===== src/rtl/padmux_bank.sv =====
module padmux_bank #(
  parameter int NPINS = 32,
  parameter int AW    = 5
) (
  input  logic               clk,
  input  logic               rst_n,
  input  logic               bus_sel,
  input  logic               bus_wr,
  input  logic [AW-1:0]      bus_addr,
  input  logic [NPINS-1:0]   bus_wdata,
  output logic [NPINS-1:0]   bus_rdata,
  input  logic [NPINS-1:0]   pad_in,
  output logic [NPINS-1:0]   pad_out,
  output logic [NPINS-1:0]   pad_oe,
  output logic [NPINS-1:0]   pad_pu,
  output logic [NPINS-1:0]   pad_pd,
  input  logic [4*NPINS-1:0] fn_out,
  input  logic [4*NPINS-1:0] fn_oe,
  output logic [4*NPINS-1:0] fn_in
);

  localparam logic [AW-1:0] A_OWN_S = AW'(0),  A_OWN_C = AW'(1),  A_OWN_R = AW'(2);
  localparam logic [AW-1:0] A_OE_S  = AW'(4),  A_OE_C  = AW'(5),  A_OE_R  = AW'(6);
  localparam logic [AW-1:0] A_DAT_S = AW'(8),  A_DAT_C = AW'(9),  A_DAT_R = AW'(10);
  localparam logic [AW-1:0] A_PU_S  = AW'(12), A_PU_C  = AW'(13), A_PU_R  = AW'(14);
  localparam logic [AW-1:0] A_PD_S  = AW'(16), A_PD_C  = AW'(17), A_PD_R  = AW'(18);
  localparam logic [AW-1:0] A_MD_S  = AW'(20), A_MD_C  = AW'(21), A_MD_R  = AW'(22);
  localparam logic [AW-1:0] A_IE_S  = AW'(24), A_IE_C  = AW'(25), A_IE_R  = AW'(26);
  localparam logic [AW-1:0] A_SEL0  = AW'(28), A_SEL1  = AW'(29), A_PAD   = AW'(30);

  logic [NPINS-1:0] own_q, oe_q, dat_q, pu_q, pd_q, md_q, ie_q, sel0_q, sel1_q, pad_q;
  logic [NPINS-1:0] rd_mux, rdata_q;
  logic             wr_en, rd_en;

  assign wr_en = bus_sel & bus_wr;
  assign rd_en = bus_sel & ~bus_wr;

  always_ff @(posedge clk or negedge rst_n) begin
    if (!rst_n) begin
      own_q  <= '1;
      oe_q   <= '0;
      dat_q  <= '0;
      pu_q   <= '1;
      pd_q   <= '0;
      md_q   <= '0;
      ie_q   <= '0;
      sel0_q <= '0;
      sel1_q <= '0;
    end else if (wr_en) begin
      case (bus_addr)
        A_OWN_S: own_q  <= own_q | bus_wdata;
        A_OWN_C: own_q  <= own_q & ~bus_wdata;
        A_OE_S:  oe_q   <= oe_q | bus_wdata;
        A_OE_C:  oe_q   <= oe_q & ~bus_wdata;
        A_DAT_S: dat_q  <= dat_q | bus_wdata;
        A_DAT_C: dat_q  <= dat_q & ~bus_wdata;
        A_PU_S:  pu_q   <= pu_q | bus_wdata;
        A_PU_C:  pu_q   <= pu_q & ~bus_wdata;
        A_PD_S: begin
          pd_q <= pd_q | bus_wdata;
          pu_q <= pu_q & ~bus_wdata;
        end
        A_PD_C:  pd_q   <= pd_q & ~bus_wdata;
        A_MD_S:  md_q   <= md_q | bus_wdata;
        A_MD_C:  md_q   <= md_q & ~bus_wdata;
        A_IE_S:  ie_q   <= ie_q | bus_wdata;
        A_IE_C:  ie_q   <= ie_q & ~bus_wdata;
        A_SEL0:  sel0_q <= bus_wdata;
        A_SEL1:  sel1_q <= bus_wdata;
        default: ;
      endcase
    end
  end

  always_comb begin
    case (bus_addr)
      A_OWN_R: rd_mux = own_q;
      A_OE_R:  rd_mux = oe_q;
      A_DAT_R: rd_mux = dat_q;
      A_PU_R:  rd_mux = pu_q;
      A_PD_R:  rd_mux = pd_q;
      A_MD_R:  rd_mux = md_q;
      A_IE_R:  rd_mux = ie_q;
      A_SEL0:  rd_mux = sel0_q;
      A_SEL1:  rd_mux = sel1_q;
      A_PAD:   rd_mux = pad_q;
      default: rd_mux = '0;
    endcase
  end

  always_ff @(posedge clk or negedge rst_n) begin
    if (!rst_n) begin
      rdata_q <= '0;
      pad_q   <= '0;
    end else begin
      rdata_q <= rd_en ? rd_mux : '0;
      pad_q   <= pad_in;
    end
  end

  assign bus_rdata = rdata_q;
  assign pad_pu    = pu_q;
  assign pad_pd    = pd_q;

  for (genvar i = 0; i < NPINS; i++) begin : g_pin
    logic [1:0] code;
    logic       val, en;
    assign code = {sel1_q[i], sel0_q[i]};
    assign val  = own_q[i] ? dat_q[i] : fn_out[int'(code)*NPINS + i];
    assign en   = own_q[i] ? oe_q[i]  : fn_oe[int'(code)*NPINS + i];
    assign pad_out[i] = md_q[i] ? 1'b0 : val;
    assign pad_oe[i]  = md_q[i] ? (en & ~val) : en;
    for (genvar k = 0; k < 4; k++) begin : g_fn
      assign fn_in[k*NPINS + i] = ~own_q[i] & (code == 2'(k)) & pad_q[i];
    end
  end

endmodule


===== config.mk =====
export PLATFORM = sky130hd
export DESIGN_NAME = padmux_bank
export DESIGN_NICKNAME = d
export VERILOG_FILES = /design/src/rtl/padmux_bank.sv
export SDC_FILE = /design/constraint.sdc
export NUM_CORES = 1
export LEC_CHECK = 0
export ABC_AREA = 1
export BUFFER_PORTS_ARGS = -buffer_cell sky130_fd_sc_hd__buf_2
export CORE_AREA = 2 2 237 239
export DETAILED_ROUTE_END_ITERATION = 7
export DIE_AREA = 0 0 239 241
export PLACE_DENSITY = 0.64
export SLEW_MARGIN = 0
export SYNTH_ARGS = -nofsm -noshare
export SYNTH_HDL_FRONTEND = slang
export SYNTH_SLANG_ARGS = --single-unit

===== constraint.sdc =====
create_clock -name clk -period 2.8 [get_ports clk]
set_input_delay 0.42 -clock clk [delete_from_list [all_inputs] [get_ports clk]]
set_output_delay 0.42 -clock clk [all_outputs]
set_load 0.01 [all_outputs]

# Word-level counts from Yosys, hierarchy flattened
# Index checks and enable logic that the tools add are counted.
[totals]
ff_bits = 352
latch_bits = 0
ram_bits = 0
mem_bits_ro = 0
word_cells = 940
memories = 0
[classes]
n_addsub = 31
n_mul = 0
div = 0
n_lt_le_gt_ge = 32
n_eq_ne = 119
shift = 0
mux = 327
bitwise_logic = 370
reduce_logical = 50
[op_table]
columns = ["op", "n"]
rows = [
  ["case mux 32 bit (2 select lines)", 7],
  ["binary-select mux 1 bit (select 7 bit)", 62],
  ["case mux 32 bit (10 select lines)", 1],
  ["bitwise AND 1 bit", 290],
  ["two-way mux 1 bit", 254],
  ["< comparator 8 bit, second input constant", 30],
  ["bitwise AND 32 bit", 7],
  ["OR 32 bit", 7],
  ["adder 7 x 5 -> 8 bit, second input constant", 16],
  ["== test 2 bit, second input constant", 64],
  ["inverter 1 bit", 65],
  ["adder 7 x 4 -> 8 bit, second input constant", 8],
  ["== test 2 x 1 -> 1 bit, second input constant", 32],
  ["logical NOT 2 bit", 32],
  ["== test 5 bit, second input constant", 12],
  ["adder 7 x 3 -> 8 bit, second input constant", 4],
  ["< comparator 32 x 9 -> 1 bit, second input constant", 1],
  ["two-way mux 32 bit", 1],
  ["inverter 32 bit", 1],
  ["== test 5 x 4 -> 1 bit, second input constant", 6],
  ["AND reduction 2 bit", 9],
  ["adder 7 x 2 -> 8 bit, second input constant", 2],
  ["== test 5 x 3 -> 1 bit, second input constant", 3],
  ["nonzero test 2 bit", 7],
  ["7 further kinds", 8],
]

# Logic depth before layout (Yosys ltp)
# Gate-level depths: netlist of the first run.
[logic_depth]
depth_word = 8
mapped_depth = 11

# Worst setup path before layout of the first run
# Ideal clock, no wire load.
[synth_path]
path_kind = "input-to-reg"
start = "input bus_addr[0]"
end = "register rdata_q[18] (netlist: bus_rdata[18])"
setup_time_ps = 63
arrival_time_ps = 1523
required_time_ps = 2737
path_slack_ps = 1214
stages = 11
path_buffers = 2
path_cell_list = "buf_2 > inv_1 > nand2_1 > nor2_2 > buf_4 > nand3_1 > nand2_1 > nor2_1 > nand3_1 > nand2_1 > inv_1"
[synth_between]
elab_chain_cells = 3
word_cells_on_any_way = 12
cone_classes = "eq/ne: 10; mux: 2"
[synth_rtl]
columns = ["item", "line_no", "text"]
rows = [
  ["start, declared", "9", "input logic [AW-1:0] bus_addr,"],
  ["== test 5 bit, or another cell as far along", "76", "case (bus_addr)"],
  ["case mux 32 bit (10 select lines) (*)", "76", ""],
  ["two-way mux 32 bit (*)", "96", "rdata_q <= rd_en ? rd_mux : '0;"],
  ["end signal, assigned", "96", ""],
  ["end, declared", "32", "logic [NPINS-1:0] rd_mux, rdata_q;"],
]
# Every way passes the cells marked *; elsewhere a longest branch is shown, timed or not.
# A chain may end at the register's enable or synchronous reset.

# Final worst setup path of the first run
[layout_path]
start = "register sel0_q[11]"
end = "output pad_out[11]"
[layout_between]
elab_chain_cells = 6
[layout_rtl]
columns = ["item", "line_no", "text"]
rows = [
  ["start, declared", "31", "logic [NPINS-1:0] own_q, oe_q, dat_q, pu_q, pd_q, md_q, ie_q, sel0_q, sel1_q, pad_q;"],
  ["start signal, assigned", "68", "A_SEL0: sel0_q <= bus_wdata;"],
  ["adder 7 x 4 -> 8 bit", "109", "assign val = own_q[i] ? dat_q[i] : fn_out[int'(code)*NPINS + i];"],
  ["binary-select mux 1 bit (select 7 bit)", "109", ""],
  ["two-way mux 1 bit (not written as such) (2 in a row)", "109", ""],
  ["two-way mux 1 bit", "109", ""],
  ["two-way mux 1 bit", "111", "assign pad_out[i] = md_q[i] ? 1'b0 : val;"],
  ["end, declared", "13", "output logic [NPINS-1:0] pad_out,"],
]
# Every way passes these cells. The select of a mux whose other input is x is not followed.

==> impl_metrics.yaml, run 1 <==
floorplan:
  dieWidth_um: 239
  dieHeight_um: 241
  die-area_mm2: 0.0576
  io_pins: 617
  rows: 86
  coreArea_mm2: 0.0549
  start_util_pct: 37.5
timing:
  fin_crit_ns: 2.54
  setup_violations: 0
  tightest_slew_ns: 0.967
  whs_ns: 0.158
  grt_setup_unrepaired: "no"
  fin_setup_tns_ns: 0
  fmax_mhz: 393
  fin_skew_ns: 0.0155
  slew_viol_final: 0
  relSlewSlack_pct: 35.6
  hold_viol: 0
  fin_crit_sh_pct: 90.9
  layout_setup_ws_ns: 0.256
detailed_routing:
  viasPerCell: 5.34
  wl_um: 86000
  drcViolationCount: 0
  num_vias: 22700
  wl_per_cell_um: 20.2
  first_iter_violations: 2016
  drtAntennaViolNets: 0
  first_pass_iters: 6
global_routing:
  grt-ovfl-total: 0
  grt_usage_pct: 29.0
  grt_max_degree: 75
  grt_pass1_wl_um: 128000
  antenna_found_initial: 2
  grt_pass1_vias: 21200
layout:
  fin_util_pct: 47.8
  fin_cells: 4255
  final_area_mm2: 0.0262
  drive_gt1_share_pct: 24.7
  area_growth_pct: 27.7
  layout.nets: 3843
setup_path:
  critPathMaxFanout: 8
  criticalPathCategory: "reg -> out"
  arrival_ns: 2.12
  start_kind: "register"
  critPathRequiredTime_ns: 2.38
  end_kind: "output port"
  rr_worst_depth: 6
logic_synthesis:
  synth-simple-area-share_pct: 34.6
  avgSynthCellArea_um2: 6.89
  synth_fa_ha_area_share_pct: 0
  synthArstFlopShare_pct: 100
  syn_inst: 2983
  synthFlopType: "dfrtp_1"
  synth_nets: 3312
  synthDistinctLibCells: 27
  synth-seq-cells: 352
  synth_compound_gate_area_share_pct: 13.0
  yosys_warnings: 0
  ys_seq_area_share_pct: 43.2
  muxShareOfSynthArea_pct: 0
  synth_area_mm2: 0.0206
  synth_edf_count: 0
  synth-xor-area-share_pct: 0
  synth_top_family_by_area: "simple AND/OR/NAND/NOR gates"
cts:
  numCtsBuffers: 42
  cts.path.max_buffers: 3
  cts_tree: "yes"
  clockRootBuffer: "clkbuf_16"
  cts_max_level: 2
  insertion_delay_ns: 0.56
  clkTransAtPathRegs_ns: 0.06
  numClockSinks: 352
placement:
  place_ws_ns: 0.494
  place.gp.congestion: 0.845
  place_area_mm2: 0.0244
  hpwl_um: 59100
  port_buffers: 616
  dp_cells: 4141
power_and_ir_drop:
  ir_drop_mv: 0.408
  p_leak_nw: 14.0
  power_density_mw_per_mm2: 648
  p_total_mw: 17.0
min_path:
  hold_depth: 2
  holdCritPathClass: "in -> reg"
run_status:
  status: "complete, no violations"
flow_run:
  cap_violations: 0
## cells in the mapped netlist (all sizes together) (32+ instances only)
cell / n / area share [%]
a22oi: 83 / 3.0
a31oi: 61 / 1.9
o21ai: 225 / 5.5
nor3: 94 / 2.3
clkbuf: 149 / 2.7
nand4: 98 / 3.0
dfstp: 64 / 8.2
nor2: 275 / 5.2
or2: 32 / 0.97
nand3: 259 / 6.3
dfrtp: 288 / 35
buf: 73 / 1.7
a21oi: 107 / 2.6
nand2: 917 / 17
inv: 256 / 4.7
## where the power goes
part / total (mW) / internal, mW / switching, mW / leakage, nW
Sequential: 7.05 / 6.07 / 0.989 / 4.38
Combinational: 4.18 / 1.63 / 2.56 / 8.91
Clock: 5.76 / 3.51 / 2.25 / 0.732
Total: 17.0 / 11.2 / 5.80 / 14.0
## routing by layer
metal  part of all wire, %  vias to the layer above  GRT usage, %  routed length [um]
li1                      -                    10900             -                   -
met1                    41                    10700          38.1               35500
met2                    47                     1061          47.7               40400
met3                   8.5                      150          5.41                7320
met4                   3.3                        0          10.8                2820
met5                     0                        -             0                   0
## worst max-delay path: stages (launching register included)
cell and delay, ns:
dfrtp_1 0.50, inv_1 0.09, nor2_1 0.21, nand2_1 0.08, nand4_1 0.18, nand2_1 0.07
nor2_1 0.24, buf_2 0.19
## cell usage in the layout (no fill, tap or decap), drive strengths merged
cell,synthesis,final
nor2,275,275
a22oi,83,83
nor3,94,94
dlygate4sd3,0,33
o21ai,225,225
o21a,1,1
bufinv,0,2
inv,256,257
diode,0,3
dfstp,64,64
clkbuf,149,68
nand4,98,98
a31oi,61,61
nand3,259,259
dfrtp,288,288
nand2,917,917
buf,73,676
a21oi,107,107
or2,32,32
clkinv,1,8
## path summary, 6_finish.rpt
check,from,to,slack (ns)
max,sel0_q[11],pad_out[11],0.26
min reg2reg,register,register,0.49
min,bus_wdata[18],register,0.16
min in group asynchronous,rst_n,pad_q[8],0.43
max in group asynchronous,rst_n,asynchronous set/reset pin,1.47
max reg2reg,register,bus_rdata[8],1.56
## final cells by class
| cell class | instances | area, um2 |
|---|---|---|
| diodes | 3 | 7.51 |
| clock buffers | 68 | 1360 |
| clock inverters | 10 | 108 |
| fillers | 5628 | 28600 |
| inverters | 257 | 967 |
| multi-input cells | 2152 | 9930 |
| flip-flops and latches | 352 | 8890 |
| well taps | 704 | 881 |
| repair buffers | 709 | 4100 |
## cells by family after synthesis
kind of cell	Yosys count
buf+inv	479
flops	352
compound gates	477
simple gates	1675
## timing repair
item | CTS | global route
buffers inserted | 0 | 0
hold endpoints to repair | 82 | 0
endpoints found under the setup margin | 0 | 0
hold buffers | 33 | 0
resized for setup | 0 | 0
No activity file was read; power rests on OpenSTA's default activity.
==> run 2, diff against run 1 <==
--- a/config.mk
+++ b/config.mk
@@ -10,7 +10,7 @@
 export CORE_AREA = 2 2 237 239
 export DETAILED_ROUTE_END_ITERATION = 7
 export DIE_AREA = 0 0 239 241
-export PLACE_DENSITY = 0.64
+export PLACE_DENSITY_LB_ADDON = 0.25
 export SLEW_MARGIN = 0
 export SYNTH_ARGS = -nofsm -noshare
 export SYNTH_HDL_FRONTEND = slang
==> impl_metrics.yaml, run 2 (same netlist as run 1, synthesis figures left out) <==
run_status:
  status: "complete, no violations"
flow_run:
  cap_violations: 0
global_routing:
  grt_usage_pct: 28.7
  grt_pass1_wl_um: 127000
  grt_pass1_vias: 21200
  grt_max_degree: 97
  antenna_found_initial: 2
  grt-ovfl-total: 0
layout:
  final_cell_mix: "913 x nand2_1, 614 x buf_2, 288 x dfrtp_1, 256 x nand3_1, 256 x nor2_1"
  final_area_mm2: 0.0261
  fin_cells: 4255
  layout.nets: 3845
  area_growth_pct: 27.1
  drive_gt1_share_pct: 24.6
  fin_util_pct: 47.6
  final_common_cell: "nand2_1"
detailed_routing:
  wl_per_cell_um: 20.0
  drtAntennaViolNets: 0
  viasPerCell: 5.36
  num_vias: 22800
  first_iter_violations: 2250
  wl_um: 85000
  first_pass_iters: 5
  drcViolationCount: 0
min_path:
  hold_depth: 2
  holdCritPathClass: "in -> reg"
  hp-start: "bus_wdata[6]"
setup_path:
  start_kind: "register"
  arrival_ns: 2.11
  crit_path_max_incr_delay_ns: 0.52
  path_cells: "inv_1 -> nor2_1 -> nand2_1 -> nand4_1 -> nand2_1 -> nor2_1 -> buf_2"
  end_kind: "output port"
  slowest_stage: "dfrtp_1"
  r2r-end: "bus_rdata[0]"
  critPathMaxFanout: 8
  critPathRequiredTime_ns: 2.38
  r2r_setup_slack_ns: 1.69
  criticalPathCategory: "reg -> out"
  rr_worst_depth: 6
placement:
  dp_cells: 4142
  place.gp.congestion: 0.861
  port_buffers: 616
  place_area_mm2: 0.0244
  hpwl_um: 58600
cts:
  numClockSinks: 352
  clkTransAtPathRegs_ns: 0.06
  cts_tree: "yes"
  cts_max_level: 2
  numCtsBuffers: 43
  cts.path.max_buffers: 3
  clockRootBuffer: "clkbuf_16"
  insertion_delay_ns: 0.56
  cts_resized: 0
floorplan:
  dieHeight_um: 241
  die-area_mm2: 0.0576
  dieWidth_um: 239
  coreArea_mm2: 0.0549
  io_pins: 617
  rows: 86
  start_util_pct: 37.5
power_and_ir_drop:
  ir_drop_mv: 0.420
  p_leak_nw: 14.0
  power_density_mw_per_mm2: 645
timing:
  fin_crit_sh_pct: 90.2
  fmax_mhz: 396
  fin_skew_ns: 0.0129
  setup_violations: 0
  grt_setup_unrepaired: "no"
  tightest_slew_ns: 0.969
  fin_setup_tns_ns: 0
  fin_crit_ns: 2.53
  relSlewSlack_pct: 35.4
  whs_ns: 0.148
  slew_viol_final: 0
  hold_viol: 0
## run 2: cell count changes in the layout (fill, tap and decap cells not counted)
cell        delta
buf_4          +7
buf_12         -6
clkbuf_1       +5
clkbuf_8       -4
clkinv_4       -2
clkinv_2       -1
clkinvlp_4     +1
diode_2        -1
inv_6          +1
## run 2: layout make-up
class	instances	area [um2]
Fill cell	5566	28700
Multi-Input combinational cell	2152	9930
Sequential cell	352	8890
Timing Repair Buffer	710	4030
Clock buffer	69	1330
Inverter	257	967
Tap cell	704	881
Clock inverter	9	101
Antenna cell	2	5.00
## run 2: worst max path at each step
stage,from,to,slack (ns),depth (start not counted)
2_1_floorplan,bus_addr[0],bus_rdata[18],1.21,11
3_3_place_gp,bus_wr,register,0.52,9
3_5_place_dp,bus_wr,register,0.49,9
4_1_cts,sel0_q[11],pad_out[11],0.25,7
5_1_grt,sel0_q[11],pad_out[11],0.12,7
6_report,sel0_q[11],pad_out[11],0.27,7
## run 2: worst max-delay path, delay by kind of cell, from the launching register on
kind,cells,cell delay (ns)
AND/OR/NAND/NOR,5,0.75
buffers and inverters,2,0.28
flip-flops,1,0.52
## run 2: stage by stage
stage / power (mW) / setup WS (ns)
after global placement: 11.2 / 0.520
after detailed placement: 11.2 / 0.487
after CTS: 16.9 / 0.250
after floorplan: 9.26 / 1.21
after global routing: 17.8 / 0.117
final: 16.9 / 0.275
## run 2: power breakdown
group          leakage, nW  internal, mW  switching, mW  total, mW
combinational         8.90          1.62           2.56       4.18
clock                0.701          3.42           2.23       5.65
sequential            4.38          6.06          0.964       7.03
## run 2: repair_timing
item	in CTS	in global routing
endpoints found under the hold margin	80	0
buffers inserted	0	0
hold buffers	33	0
## run 2: per-layer routing
layer  wire, um  part of all wire [%]  track usage (%)
met5          0                     0                0
met4       2820                   3.3             10.9
met3       6850                   8.1             4.52
met2      40200                    47             47.5
met1      35100                    41             38.0
==> run 3, diff against run 2 <==
--- a/config.mk
+++ b/config.mk
@@ -10,6 +10,7 @@
 export CORE_AREA = 2 2 237 239
 export DETAILED_ROUTE_END_ITERATION = 7
 export DIE_AREA = 0 0 239 241
+export MAX_ROUTING_LAYER = met4
 export PLACE_DENSITY_LB_ADDON = 0.25
 export SLEW_MARGIN = 0
 export SYNTH_ARGS = -nofsm -noshare
==> impl_metrics.yaml, run 3 (same netlist as run 1, synthesis figures left out) <==
timing:
  fin_skew_ns: 0.0138
  tightest_slew_ns: 0.967
  relSlewSlack_pct: 35.5
  whs_ns: 0.145
  fin_setup_tns_ns: 0
  fin_crit_sh_pct: 90.1
  hold_viol: 0
  slew_viol_final: 0
  grt_setup_unrepaired: "no"
  fmax_mhz: 396
  setup_violations: 0
  fin_crit_ns: 2.52
floorplan:
  start_util_pct: 37.5
  dieHeight_um: 241
  io_pins: 617
  coreArea_mm2: 0.0549
  rows: 86
  dieWidth_um: 239
  die-area_mm2: 0.0576
power_and_ir_drop:
  p_total_mw: 16.9
  ir_drop_mv: 0.420
  power_density_mw_per_mm2: 645
  p_leak_nw: 14.0
global_routing:
  antenna_found_initial: 2
  grt_pass1_vias: 21200
  grt_pass1_wl_um: 127000
  grt_max_degree: 97
  grt-ovfl-total: 0
  grt_usage_pct: 29.6
layout:
  fin_cells: 4255
  fillers: 5566
  fin_util_pct: 47.6
  final_cell_mix: "913 x nand2_1, 614 x buf_2, 288 x dfrtp_1, 256 x nand3_1, 256 x nor2_1"
  drive_gt1_share_pct: 24.6
  area_growth_pct: 27.1
  layout.nets: 3845
  final_common_cell: "nand2_1"
cts:
  cts_setup_buffers: 0
  clkTransAtPathRegs_ns: 0.06
  cts_tree: "yes"
  numCtsBuffers: 43
  cts_resized: 0
  numClockSinks: 352
  cts_max_level: 2
  hold_buffers: 33
  clockRootBuffer: "clkbuf_16"
  insertion_delay_ns: 0.56
  cts.path.max_buffers: 3
min_path:
  holdCritPathClass: "in -> reg"
  hold_depth: 2
detailed_routing:
  num_vias: 22700
  first_iter_violations: 2118
  drcViolationCount: 0
  first_pass_iters: 6
  wl_per_cell_um: 19.9
  drtAntennaViolNets: 0
  viasPerCell: 5.35
  wl_um: 84900
setup_path:
  arrival_ns: 2.10
  critPathMaxFanout: 8
  critPathRequiredTime_ns: 2.38
  rr_worst_depth: 6
  criticalPathCategory: "reg -> out"
  start_kind: "register"
  end_kind: "output port"
placement:
  place.gp.congestion: 0.875
  hpwl_um: 58600
  dp_cells: 4142
  port_buffers: 616
run_status:
  status: "complete, no violations"
flow_run:
  cap_violations: 0
==> run 3: cell counts in the layout (fill, tap and decap cells not counted) <==
No cell type changed its count.
==> run 3: metal layers <==
metal	track usage, %	vias up	share of wire (%)
met5	-	-	0
met4	11.1	0	3.2
met3	4.25	173	7.6
met2	47.3	1067	47
met1	38.2	10700	42
li1	-	10800	-
==> run 3: final timing paths <==
kind / startpoint / end / slack (ns)
max reg2reg: register / bus_rdata[0] / 1.69
min: bus_wdata[6] / register / 0.15
max in group asynchronous: rst_n / asynchronous set/reset pin / 1.45
min reg2reg: register / register / 0.48
min in group asynchronous: rst_n / asynchronous set/reset pin / 0.45
max: sel0_q[11] / pad_out[11] / 0.28
==> run 3: metrics by stage <==
stage,area [um2],setup WS [ns]
final,26100,0.276
after global routing,26100,0.117
after CTS,26100,0.250
after detailed placement,24400,0.487
after global placement,24400,0.520
after floorplan,20600,1.21
==> run 3: area by class of cell <==
class / instances / area (um2) / share of cell area, %
Antenna cell: 2 / 5.00 / 0.0191
Clock buffer: 69 / 1330 / 5.07
Clock inverter: 9 / 101 / 0.388
Inverter: 257 / 967 / 3.70
Multi-Input combinational cell: 2152 / 9930 / 38.0
Sequential cell: 352 / 8890 / 34.0
Tap cell: 704 / 881 / 3.37
Timing Repair Buffer: 710 / 4030 / 15.4
==> run 3: where the power goes <==
part	leakage (nW)	switching (mW)	internal [mW]
clock	0.701	2.23	3.42
combinational	8.90	2.56	1.62
sequential	4.38	0.961	6.06
total	14.0	5.75	11.1
==> run 3: critical path, cell delays in order (launching register included) <==
cell,delay (ns)
dfrtp_1,0.51
inv_1,0.09
nor2_1,0.23
nand2_1,0.08
nand4_1,0.19
nand2_1,0.07
nor2_1,0.18
buf_2,0.18
